`config.mk`:
```
export PLATFORM = sky130hd
export DESIGN_NAME = redispatch_queue
export DESIGN_NICKNAME = d
export VERILOG_FILES = /design/src/rtl/rdq_pkg.sv /design/src/rtl/rdq_pick.sv /design/src/rtl/rdq_wake.sv /design/src/rtl/rdq_pipe.sv /design/src/rtl/redispatch_queue.sv
export SDC_FILE = /design/constraint.sdc
export NUM_CORES = 2
export LEC_CHECK = 0
export BUFFER_PORTS_ARGS = -buffer_cell sky130_fd_sc_hd__buf_2
export CAP_MARGIN = 20
export CORE_ASPECT_RATIO = 0.7
export CORE_MARGIN = 2
export CORE_UTILIZATION = 45
export CTS_CLUSTER_DIAMETER = 50
export CTS_CLUSTER_SIZE = 8
export DETAILED_ROUTE_END_ITERATION = 16
export SETUP_SLACK_MARGIN = 0.2
export SYNTH_ARGS = -nofsm -noshare
export SYNTH_HDL_FRONTEND = slang
export SYNTH_SLANG_ARGS = --single-unit
```
`constraint.sdc`:
```
create_clock -name clk -period 19.56 [get_ports clk]
set_clock_uncertainty 0.2 [all_clocks]
set_input_delay 3.912 -clock clk [delete_from_list [all_inputs] [get_ports clk]]
set_output_delay 3.912 -clock clk [all_outputs]
set_load 0.05 [all_outputs]
```
`src/rtl/rdq_pkg.sv`:
```
package rdq_pkg;
   localparam int RDQ_DEPTH_DEF  = 16;
   localparam int RDQ_TAG_W_DEF  = 6;
   localparam int RDQ_LANES_DEF  = 2;
   localparam int RDQ_STAGES_DEF = 8;
endpackage

```
`src/rtl/rdq_pick.sv`:
```
module rdq_pick #(
   parameter int DEPTH = 16,
   parameter int LANES = 2,
   localparam int IDX_W = $clog2(DEPTH)
) (
   input  logic [DEPTH-1:0]            mark,
   input  logic [IDX_W-1:0]            head,
   output logic [LANES-1:0]            hit,
   output logic [LANES-1:0][IDX_W-1:0] idx
);
   // oldest-first scan starting at head
   always_comb begin
      int taken;
      logic [IDX_W-1:0] pos;
      hit   = '0;
      idx   = '0;
      taken = 0;
      for (int i = 0; i < DEPTH; i++) begin
         pos = head + IDX_W'(i);
         if (mark[pos] && taken < LANES) begin
            hit[taken] = 1'b1;
            idx[taken] = pos;
            taken      = taken + 1;
         end
      end
   end
endmodule

```
`src/rtl/rdq_wake.sv`:
```
module rdq_wake #(
   parameter int DEPTH = 16,
   parameter int TAG_W = 6,
   parameter int LANES = 2
) (
   input  logic [DEPTH-1:0]            live,
   input  logic [DEPTH-1:0][TAG_W-1:0] src0,
   input  logic [DEPTH-1:0][TAG_W-1:0] src1,
   input  logic                        rw_valid,
   input  logic [TAG_W-1:0]            rw_old,
   input  logic [LANES-1:0]            bc_vld,
   input  logic [LANES-1:0][TAG_W-1:0] bc_tag,
   output logic [DEPTH-1:0]            hit0,
   output logic [DEPTH-1:0]            hit1,
   output logic [DEPTH-1:0]            wake
);
   for (genvar e = 0; e < DEPTH; e++) begin : g_ent
      logic any_bc;
      always_comb begin
         any_bc = 1'b0;
         for (int l = 0; l < LANES; l++)
            any_bc = any_bc | (bc_vld[l] & ((src0[e] == bc_tag[l]) | (src1[e] == bc_tag[l])));
      end
      assign hit0[e] = live[e] & rw_valid & (src0[e] == rw_old);
      assign hit1[e] = live[e] & rw_valid & (src1[e] == rw_old);
      assign wake[e] = live[e] & any_bc;
   end
endmodule

```
`src/rtl/rdq_pipe.sv`:
```
module rdq_pipe #(
   parameter int STAGES = 8,
   parameter int LANES  = 2,
   parameter int W      = 24
) (
   input  logic                    clk,
   input  logic                    rst_n,
   input  logic [LANES-1:0]        in_vld,
   input  logic [LANES-1:0][W-1:0] in_data,
   output logic                    in_ready,
   output logic [LANES-1:0]        out_vld,
   output logic [LANES-1:0][W-1:0] out_data,
   input  logic                    out_ready
);
   logic [STAGES-1:0][LANES-1:0]        vld_q;
   logic [STAGES-1:0][LANES-1:0][W-1:0] dat_q;
   logic                                adv;

   assign adv      = !(|vld_q[STAGES-1]) || out_ready;
   assign in_ready = adv;
   assign out_vld  = vld_q[STAGES-1];
   assign out_data = dat_q[STAGES-1];

   for (genvar s = 0; s < STAGES; s++) begin : g_stage
      always_ff @(posedge clk) begin
         if (!rst_n) begin
            vld_q[s] <= '0;
            dat_q[s] <= '0;
         end else if (adv) begin
            if (s == 0) begin
               vld_q[s] <= in_vld;
               dat_q[s] <= in_data;
            end else begin
               vld_q[s] <= vld_q[s-1];
               dat_q[s] <= dat_q[s-1];
            end
         end
      end
   end

   AST_PIPE_HOLD: assert property (@(posedge clk) disable iff (!rst_n)
      ((|out_vld) && !out_ready) |=> ($stable(out_vld) && $stable(out_data)));
endmodule

```
`src/rtl/redispatch_queue.sv`:
```
module redispatch_queue
   import rdq_pkg::*;
#(
   parameter int DEPTH  = RDQ_DEPTH_DEF,
   parameter int TAG_W  = RDQ_TAG_W_DEF,
   parameter int LANES  = RDQ_LANES_DEF,
   parameter int STAGES = RDQ_STAGES_DEF,
   localparam int IDX_W = $clog2(DEPTH)
) (
   input  logic                        clk,
   input  logic                        rst_n,
   input  logic                        alloc_valid,
   input  logic [TAG_W-1:0]            alloc_src0,
   input  logic [TAG_W-1:0]            alloc_src1,
   input  logic [TAG_W-1:0]            alloc_dst,
   output logic [IDX_W-1:0]            alloc_idx,
   output logic                        queue_full,
   input  logic                        rw_valid,
   input  logic [TAG_W-1:0]            rw_old,
   input  logic [TAG_W-1:0]            rw_new,
   input  logic                        commit_valid,
   input  logic                        squash_valid,
   input  logic [IDX_W-1:0]            squash_idx,
   output logic                        rd_valid,
   input  logic                        rd_ready,
   output logic [LANES-1:0]            rd_lane_vld,
   output logic [LANES-1:0][IDX_W-1:0] rd_idx,
   output logic [LANES-1:0][TAG_W-1:0] rd_src0,
   output logic [LANES-1:0][TAG_W-1:0] rd_src1,
   output logic [LANES-1:0][TAG_W-1:0] rd_dst
);
   localparam int CNT_W = IDX_W + 1;
   localparam int PW    = IDX_W + 3 * TAG_W;

   if (DEPTH < 2 || (DEPTH & (DEPTH - 1)) != 0) begin : g_bad_depth
      $error("DEPTH must be a power of two of at least 2");
   end
   if (LANES < 1 || LANES > DEPTH) begin : g_bad_lanes
      $error("LANES must lie between 1 and DEPTH");
   end
   if (STAGES < 1) begin : g_bad_stages
      $error("STAGES must be at least 1");
   end

   logic [DEPTH-1:0]            valid_q, mark_q;
   logic [DEPTH-1:0][TAG_W-1:0] src0_q, src1_q, dst_q;
   logic [IDX_W-1:0]            head_q, tail_q;
   logic [CNT_W-1:0]            count_q;

   logic [LANES-1:0]            pick_hit, sel_go;
   logic [LANES-1:0][IDX_W-1:0] pick_idx;
   logic [LANES-1:0][TAG_W-1:0] bc_tag;
   logic [LANES-1:0][PW-1:0]    pin_data, pout_data;
   logic [DEPTH-1:0]            hit0, hit1, wake, sent;
   logic                        adv, do_alloc, do_commit;
   logic [IDX_W-1:0]            sq_age;

   assign queue_full = (count_q == CNT_W'(DEPTH));
   assign alloc_idx  = tail_q;
   assign do_alloc   = alloc_valid && !queue_full;
   assign do_commit  = commit_valid && (count_q != '0);
   assign sq_age     = squash_idx - head_q;

   rdq_pick #(.DEPTH(DEPTH), .LANES(LANES)) u_pick (
      .mark(mark_q), .head(head_q), .hit(pick_hit), .idx(pick_idx));

   assign sel_go = pick_hit & {LANES{adv}};

   always_comb begin
      sent = '0;
      for (int l = 0; l < LANES; l++) begin
         bc_tag[l]   = dst_q[pick_idx[l]];
         pin_data[l] = {pick_idx[l], src0_q[pick_idx[l]], src1_q[pick_idx[l]], dst_q[pick_idx[l]]};
         if (sel_go[l]) sent[pick_idx[l]] = 1'b1;
      end
   end

   rdq_wake #(.DEPTH(DEPTH), .TAG_W(TAG_W), .LANES(LANES)) u_wake (
      .live(valid_q), .src0(src0_q), .src1(src1_q),
      .rw_valid(rw_valid), .rw_old(rw_old),
      .bc_vld(sel_go), .bc_tag(bc_tag),
      .hit0(hit0), .hit1(hit1), .wake(wake));

   rdq_pipe #(.STAGES(STAGES), .LANES(LANES), .W(PW)) u_pipe (
      .clk(clk), .rst_n(rst_n),
      .in_vld(sel_go), .in_data(pin_data), .in_ready(adv),
      .out_vld(rd_lane_vld), .out_data(pout_data), .out_ready(rd_ready));

   assign rd_valid = |rd_lane_vld;
   for (genvar l = 0; l < LANES; l++) begin : g_out
      assign {rd_idx[l], rd_src0[l], rd_src1[l], rd_dst[l]} = pout_data[l];
   end

   always_ff @(posedge clk) begin
      if (!rst_n) begin
         valid_q <= '0;
         mark_q  <= '0;
         src0_q  <= '0;
         src1_q  <= '0;
         dst_q   <= '0;
         head_q  <= '0;
         tail_q  <= '0;
         count_q <= '0;
      end else begin
         for (int i = 0; i < DEPTH; i++) begin
            if (hit0[i]) src0_q[i] <= rw_new;
            if (hit1[i]) src1_q[i] <= rw_new;
         end
         mark_q <= (mark_q & ~sent) | hit0 | hit1 | (wake & ~sent);
         if (squash_valid) begin
            for (int i = 0; i < DEPTH; i++) begin
               if (IDX_W'(IDX_W'(i) - head_q) >= sq_age) begin
                  valid_q[i] <= 1'b0;
                  mark_q[i]  <= 1'b0;
               end
            end
            tail_q  <= squash_idx;
            count_q <= CNT_W'(sq_age);
         end else begin
            if (do_commit) begin
               valid_q[head_q] <= 1'b0;
               mark_q[head_q]  <= 1'b0;
               head_q          <= head_q + 1'b1;
            end
            if (do_alloc) begin
               valid_q[tail_q] <= 1'b1;
               mark_q[tail_q]  <= 1'b0;
               src0_q[tail_q]  <= alloc_src0;
               src1_q[tail_q]  <= alloc_src1;
               dst_q[tail_q]   <= alloc_dst;
               tail_q          <= tail_q + 1'b1;
            end
            count_q <= count_q + CNT_W'(do_alloc) - CNT_W'(do_commit);
         end
      end
   end

   AST_COUNT_BOUND: assert property (@(posedge clk) disable iff (!rst_n)
      count_q <= CNT_W'(DEPTH));
   AST_FULL_BLOCK: assert property (@(posedge clk) disable iff (!rst_n)
      (queue_full && alloc_valid && !commit_valid && !squash_valid) |=> (alloc_idx == $past(alloc_idx)));
   AST_MARK_LIVE: assert property (@(posedge clk) disable iff (!rst_n)
      (mark_q & ~valid_q) == '0);
   AST_SQUASH_TAIL: assert property (@(posedge clk) disable iff (!rst_n)
      squash_valid |=> (alloc_idx == $past(squash_idx)));
   AST_SENT_CLEAR: assert property (@(posedge clk) disable iff (!rst_n)
      (sel_go[0] && !rw_valid && !squash_valid) |=> !mark_q[$past(pick_idx[0])]);
   AST_STALL_NOSEL: assert property (@(posedge clk) disable iff (!rst_n)
      (rd_valid && !rd_ready) |-> (sel_go == '0));
   if (LANES > 1) begin : g_order
      logic [IDX_W-1:0] age0, age1;
      assign age0 = pick_idx[0] - head_q;
      assign age1 = pick_idx[1] - head_q;
      AST_LANE_ORDER: assert property (@(posedge clk) disable iff (!rst_n)
         pick_hit[1] |-> (pick_hit[0] && (age1 > age0)));
   end
endmodule

```
# --- Word level (Yosys, flattened, before mapping) ---
# Cells that the tools add are included.
op_classes:
  muxes: 294
  mul: 0
  shifts: 0
  n_lt_le_gt_ge: 84
  eq_ne: 113
  div: 0
  n_reduce_logical: 45
  addsub: 49
  n_bitwise: 175
ops:
  columns: ["operator", "n"]
  rows:
  - ["32-bit by 3-bit less-than comparator with 1-bit output (second input constant)", 28]
  - ["6-bit == test", 96]
  - ["32-bit by 1-bit >= comparator with 1-bit output (second input constant)", 14]
  - ["32-bit two-way mux", 14]
  - ["6-bit two-way mux", 71]
  - ["32-bit by 2-bit adder with 32-bit output (second input constant)", 13]
  - ["96-bit two-way mux", 4]
  - ["96-bit bitwise mux", 3]
  - ["16-bit two-way mux", 12]
  - ["6-bit binary-select mux with 4-bit select", 6]
  - ["8-bit bitwise mux", 15]
  - ["8-bit two-way mux", 15]
  - ["1-bit AND", 96]
  - ["4-bit by 5-bit less-than comparator with 1-bit output (second input constant)", 19]
  - ["16-bit AND", 5]
  - ["16-bit OR", 5]
  - ["4-bit two-way mux", 19]
  - ["1-bit two-way mux", 69]
  - ["1-bit binary-select mux with 4-bit select", 16]
  - ["4-bit >= comparator", 16]
  - ["4-bit demux with 1-bit select", 15]
  - ["16-bit NOT", 3]
  - ["1-bit OR", 48]
  - ["1-bit logical AND", 36]
  - ["other kinds (31)", 122]
totals:
  latch_bits: 0
  mem_bits_rw: 0
  rom_bits: 0
  output_inout_bits: 52
  ff_bits: 701
  input_bits: 41
  n_memories: 0
  elab_cells: 853

# --- Depth between registers and ports, before layout ---
logic_depth:
  word_depth: 70
  depth_mapped: 80
  ltp_nobuf: 70

# --- Modules after synthesis ---
# From an unflattened synthesis, not the netlist that was laid out.
hier_totals:
  hier_cells: 5113
  hier_area_um2: 44996.9
by_module_without_submodules:
  columns: ["mod", "area_per_inst_um2", "instances", "cells_each", "seq_area_each_um2"]
  rows:
  - ["redispatch_queue", 20388.3, 1, 2081, 6666.4]
  - ["rdq_pipe", 12990.0, 1, 1480, 7367.1]
  - ["rdq_wake", 7201.9, 1, 941, 0.0]
  - ["rdq_pick", 4416.7, 1, 611, 0.0]

# --- Worst setup path after synthesis ---
# OpenSTA, ideal clock, no wires.
synth_path:
  path_type: "reg-to-reg"
  startpoint: "reg head_q[1]"
  endpoint: "reg mark_q[2]"
  n_path_buf: 7
  setup_slack_ps: 3733
  required_time_ps: 19226
  setup_ps: 134
  t_arrival_ps: 15493
  period_less_slack_ps: 15827
  path_stages_with_launch: 73
  cell_sequence: "dfxtp_1 > clkbuf_1 > clkbuf_1 > inv_2 > ha_1 > buf_2 > mux4_2 > mux4_2 > clkbuf_1 > ha_1 > nor2b_1 > fa_1 > nand2b_1 > and3b_1 > nor3_2 > nand2b_1 > inv_1 > ha_1 > (+37 left out) > ha_1 > a21o_1 > ha_1 > nor2_1 > nand2_1 > or3_1 > mux2_4 > nand4_1 > o211a_1 > buf_4 > mux4_2 > a22oi_1 > nand2_2 > buf_6 > xnor2_1 > a41o_1 > a2111oi_0 > a21oi_1"
synth_via:
  elab_chain_len: 70
  elab_cells_between_ends: 324
  classes_between: "31 x add/sub; 52 x order compare; 4 x eq/ne; 172 x mux; 32 x bitwise; 33 x reduce/logical"
synth_lines:
  columns: ["element", "line_no", "source"]
  rows:
  - ["start, declared", "redispatch_queue.sv:47", "logic [IDX_W-1:0] head_q, tail_q;"]
  - ["start signal, assigned", "redispatch_queue.sv:123", "head_q <= head_q + 1'b1;"]
  - ["parallel branches: the longest is 69 deep, another holds 32-bit by 3-bit less-than comparator with 1-bit output", null, null]
  - ["16-bit two-way mux *", "redispatch_queue.sv:110", "if (squash_valid) begin"]
  - ["end signal, assigned", "redispatch_queue.sv:109", "mark_q <= (mark_q & ~sent) | hit0 | hit1 | (wake & ~sent);"]
  - ["end, declared", "redispatch_queue.sv:45", "logic [DEPTH-1:0] valid_q, mark_q;"]
# Every way passes the cells marked *. The select of a mux whose other input is x is not followed.
# A chain may end at the register's enable or synchronous reset.

# --- Final worst setup path ---
layout_path:
  startpoint: "reg head_q[0]"
  endpoint: "reg mark_q[2]"
# Same word-level chain as after synthesis.

==> flow_summary.yaml <==
placed_design:
  place_hpwl_um: 133000
  gp_congestion: 0.987
  portBuffers: 92
  placed_cells: 6848
worst_setup_path:
  cp.required_ns: 19.96
  cpPeakStageDelay_ns: 0.64
  cp.arrival_ns: 18.53
  crit_top_cell: "ha_1"
  critPathMaxFanout: 33
  cp-end-kind: "flop"
  startpoint_type: "flop"
  timing_worst_setup_path_type: "reg -> reg"
  crit_slowest_cell: "mux4_2"
synth:
  synth.distinct_cells: 117
  ys.flop_type: "dfxtp_1"
  ys_top_cells_by_area: "dfxtp_1 (30%), nand2_1 (11%), mux2i_1 (6.9%)"
  synth-edff-count: 0
  synthCells: 5978
  netlist_area_mm2: 0.0460
  syn_area_per_cell_um2: 7.70
  async_flop_share_pct: 0
  synth_seq_area_share_pct: 30.5
  ys_warn_count: 0
  ys_ff_latch: 701
  synth.net_count: 6094
  synth.top_cell.area_share_pct: 30.5
  yosysTopAreaCell: "dfxtp_1"
detailed_routing:
  via_per_inst: 6.31
  vias: 44100
  final_antenna_net_count: 0
  wire_per_inst_um: 27.3
  drt_pre_antenna_iters: 8
  drt_iter0_drc: 6189
  wirelength_um: 191000
  drc: 0
power_and_ir_drop:
  p_leak_nw: 19.4
  max-vdd-ir-drop_uv: 79.5
  powerDensity_mw_per_mm2: 80.1
outcome:
  status: "finished, final reports clean"
cts:
  ctsHoldBuffers: 0
  clock_latency_ns: 0.75
  ctsRootBufferMaster: "clkbuf_16"
  cts_sinks: 701
  cts_tree: "done"
  cts.clk_slew.worst_paths_ns: 0.05
  cts_max_level: 3
  cts_buffer_depth: 3
  cts_buffers: 106
timing:
  worstMarginPinSlew_ns: 1.24
  fin_crit_sh_pct: 92.7
  drv_slew: 0
  finalSetupViolCount: 0
  rsz0062_at_grt: "no"
  hold_viol: 0
  tns_ns: 0
  min_period_ns: 18.13
  fmax_mhz: 55.2
  slew_headroom_pct: 17.3
die:
  core_mm2: 0.102
  die_w_um: 386
  initial_utilization_pct: 45.2
  dieHeight_um: 272
  pin_count: 93
  rows: 98
  dieArea_mm2: 0.105
global_routing:
  grt_usage_pct: 35.5
  grt_max_degree: 232
  grt_overflow: 0
  grt_pass1_vias: 39800
  grt_pass1_wl_um: 278000
  antenna_found_initial: 4
finish:
  area_delta_synth_final_pct: 7.72
  layout-drive-gt1-share_pct: 9.48
  layout_common_cells: "nand2_1 (1,334), dfxtp_1 (700), a21oi_1 (513)"
  final-instance-count-excl-fill: 6989
  fin_nets: 5725
  layout_commonest_cell: "nand2_1"
run:
  maxCapViolCount: 0
min_path:
  hp-class: "reg -> reg"
## worst max-delay path, delay by kind of cell, from the launching register on
kind	cells	cell delay [ns]
fa+ha+maj	10	3.26
simple gates	27	5.53
buf+inv	8	1.35
flops	1	0.61
mux	5	2.23
xor+xnor	3	0.78
compound gates	14	3.95
## state kept, by name, summed over array words and instances, names as in the netlist
signal and cells:
count_q 5, head_q 4, src0_q 96, u_pipe.out_vld 2, alloc_idx 4, src1_q 96
mark_q 16, u_pipe.vld_q 14, valid_q 16, dst_q 96, u_pipe.out_data 44, u_pipe.dat_q 308
## per-layer routing
metal | vias up | GRT usage [%] | routed length, µm
met5 | - | 0.903 | 148
met4 | 2 | 11.3 | 6010
met3 | 368 | 13.9 | 28600
met2 | 2701 | 43.5 | 68700
met1 | 21200 | 54.4 | 87600
li1 | 19900 | - | -
## synth_stat cells, types with 7 or more instances
cell type	count
xor2_1	241
dfxtp_1	701
o22ai_1	24
o21ai_0	139
and2_1	24
a311o_1	8
a21oi_1	514
nor4_1	93
a22o_1	40
buf_1	75
clkbuf_1	489
o21a_1	25
mux4_2	53
nor3_1	55
nand3_1	68
o211ai_1	30
and3_1	73
a211oi_1	198
or4_1	7
mux2_2	11
a22oi_1	22
o311ai_0	13
ha_1	71
nor2b_1	36
nand2b_1	23
a31oi_1	56
o221ai_1	17
or2_2	18
mux2i_1	318
nand2_1	1336
nor2_1	269
a21o_1	22
a2111oi_0	20
nor3b_1	7
buf_4	68
inv_1	60
a311oi_1	48
xnor2_1	335
inv_2	7
nand4_1	85
and4_1	7
or3_1	24
buf_6	12
o311a_1	12
buf_2	62
## metrics by stage
stage	utilization, %	area, µm²	worst slack (ns)	power [mW]	hold slack [ns]
floorplan	-	46000	3.73	2.00	0.232
global placement	45.6	46400	1.73	2.26	0.235
detailed placement	45.7	46500	1.43	2.26	0.241
CTS	48.7	49500	1.38	3.95	0.199
global route	48.7	49600	0.262	4.09	0.226
finish	48.7	49600	1.43	3.97	0.191
## power by group
group	switching (mW)	total [mW]	internal [mW]
sequential	0.0342	1.49	1.46
combinational	0.538	0.778	0.240
clock	0.695	1.70	1.00
total	1.27	3.97	2.70
## cell type report
cell class                 instances  area, µm²
fill                           10100      52200
multi-input combinational       4494      28800
sequential                       701      14000
clock buffer                     114       2700
timing repair buffer             235       1710
tap                             1350       1690
clock inverter                    20        345
inverter                          71        279
antenna                            4       10.0
## path summary, 6_finish.rpt
check / startpoint / to / slack (ns) / cells after the start
setup / recovery: head_q[0] / mark_q[2] / 1.43 / 67
hold / removal: u_pipe.dat_q[46] / u_pipe.dat_q[90] / 0.19 / 2
setup reg to reg: head_q[0] / mark_q[2] / 1.43 / 67
hold reg to reg: u_pipe.dat_q[46] / u_pipe.dat_q[90] / 0.19 / 2
## logic make-up (layout without fill, tap and decap cells)
group,after synthesis,in the layout,share of synthesized area [%]
and+or+nand+nor,2159,2159,20.6
AOI/OAI and AO/OA,1281,1281,18.0
buffers and inverters,783,440,7.33
DFF,701,701,30.5
xor gates and xnor gates,585,585,11.4
muxes,389,389,9.97
adders and majority gates,80,80,2.21
other,0,4,0
## timing repair
action                                  in CTS  in global routing
hold endpoints to repair                     0                  0
buffers inserted                             0                  0
endpoints found under the setup margin       0                 16
resized for setup                            0                  4
Note: power is estimated with default switching activity, not from simulation.
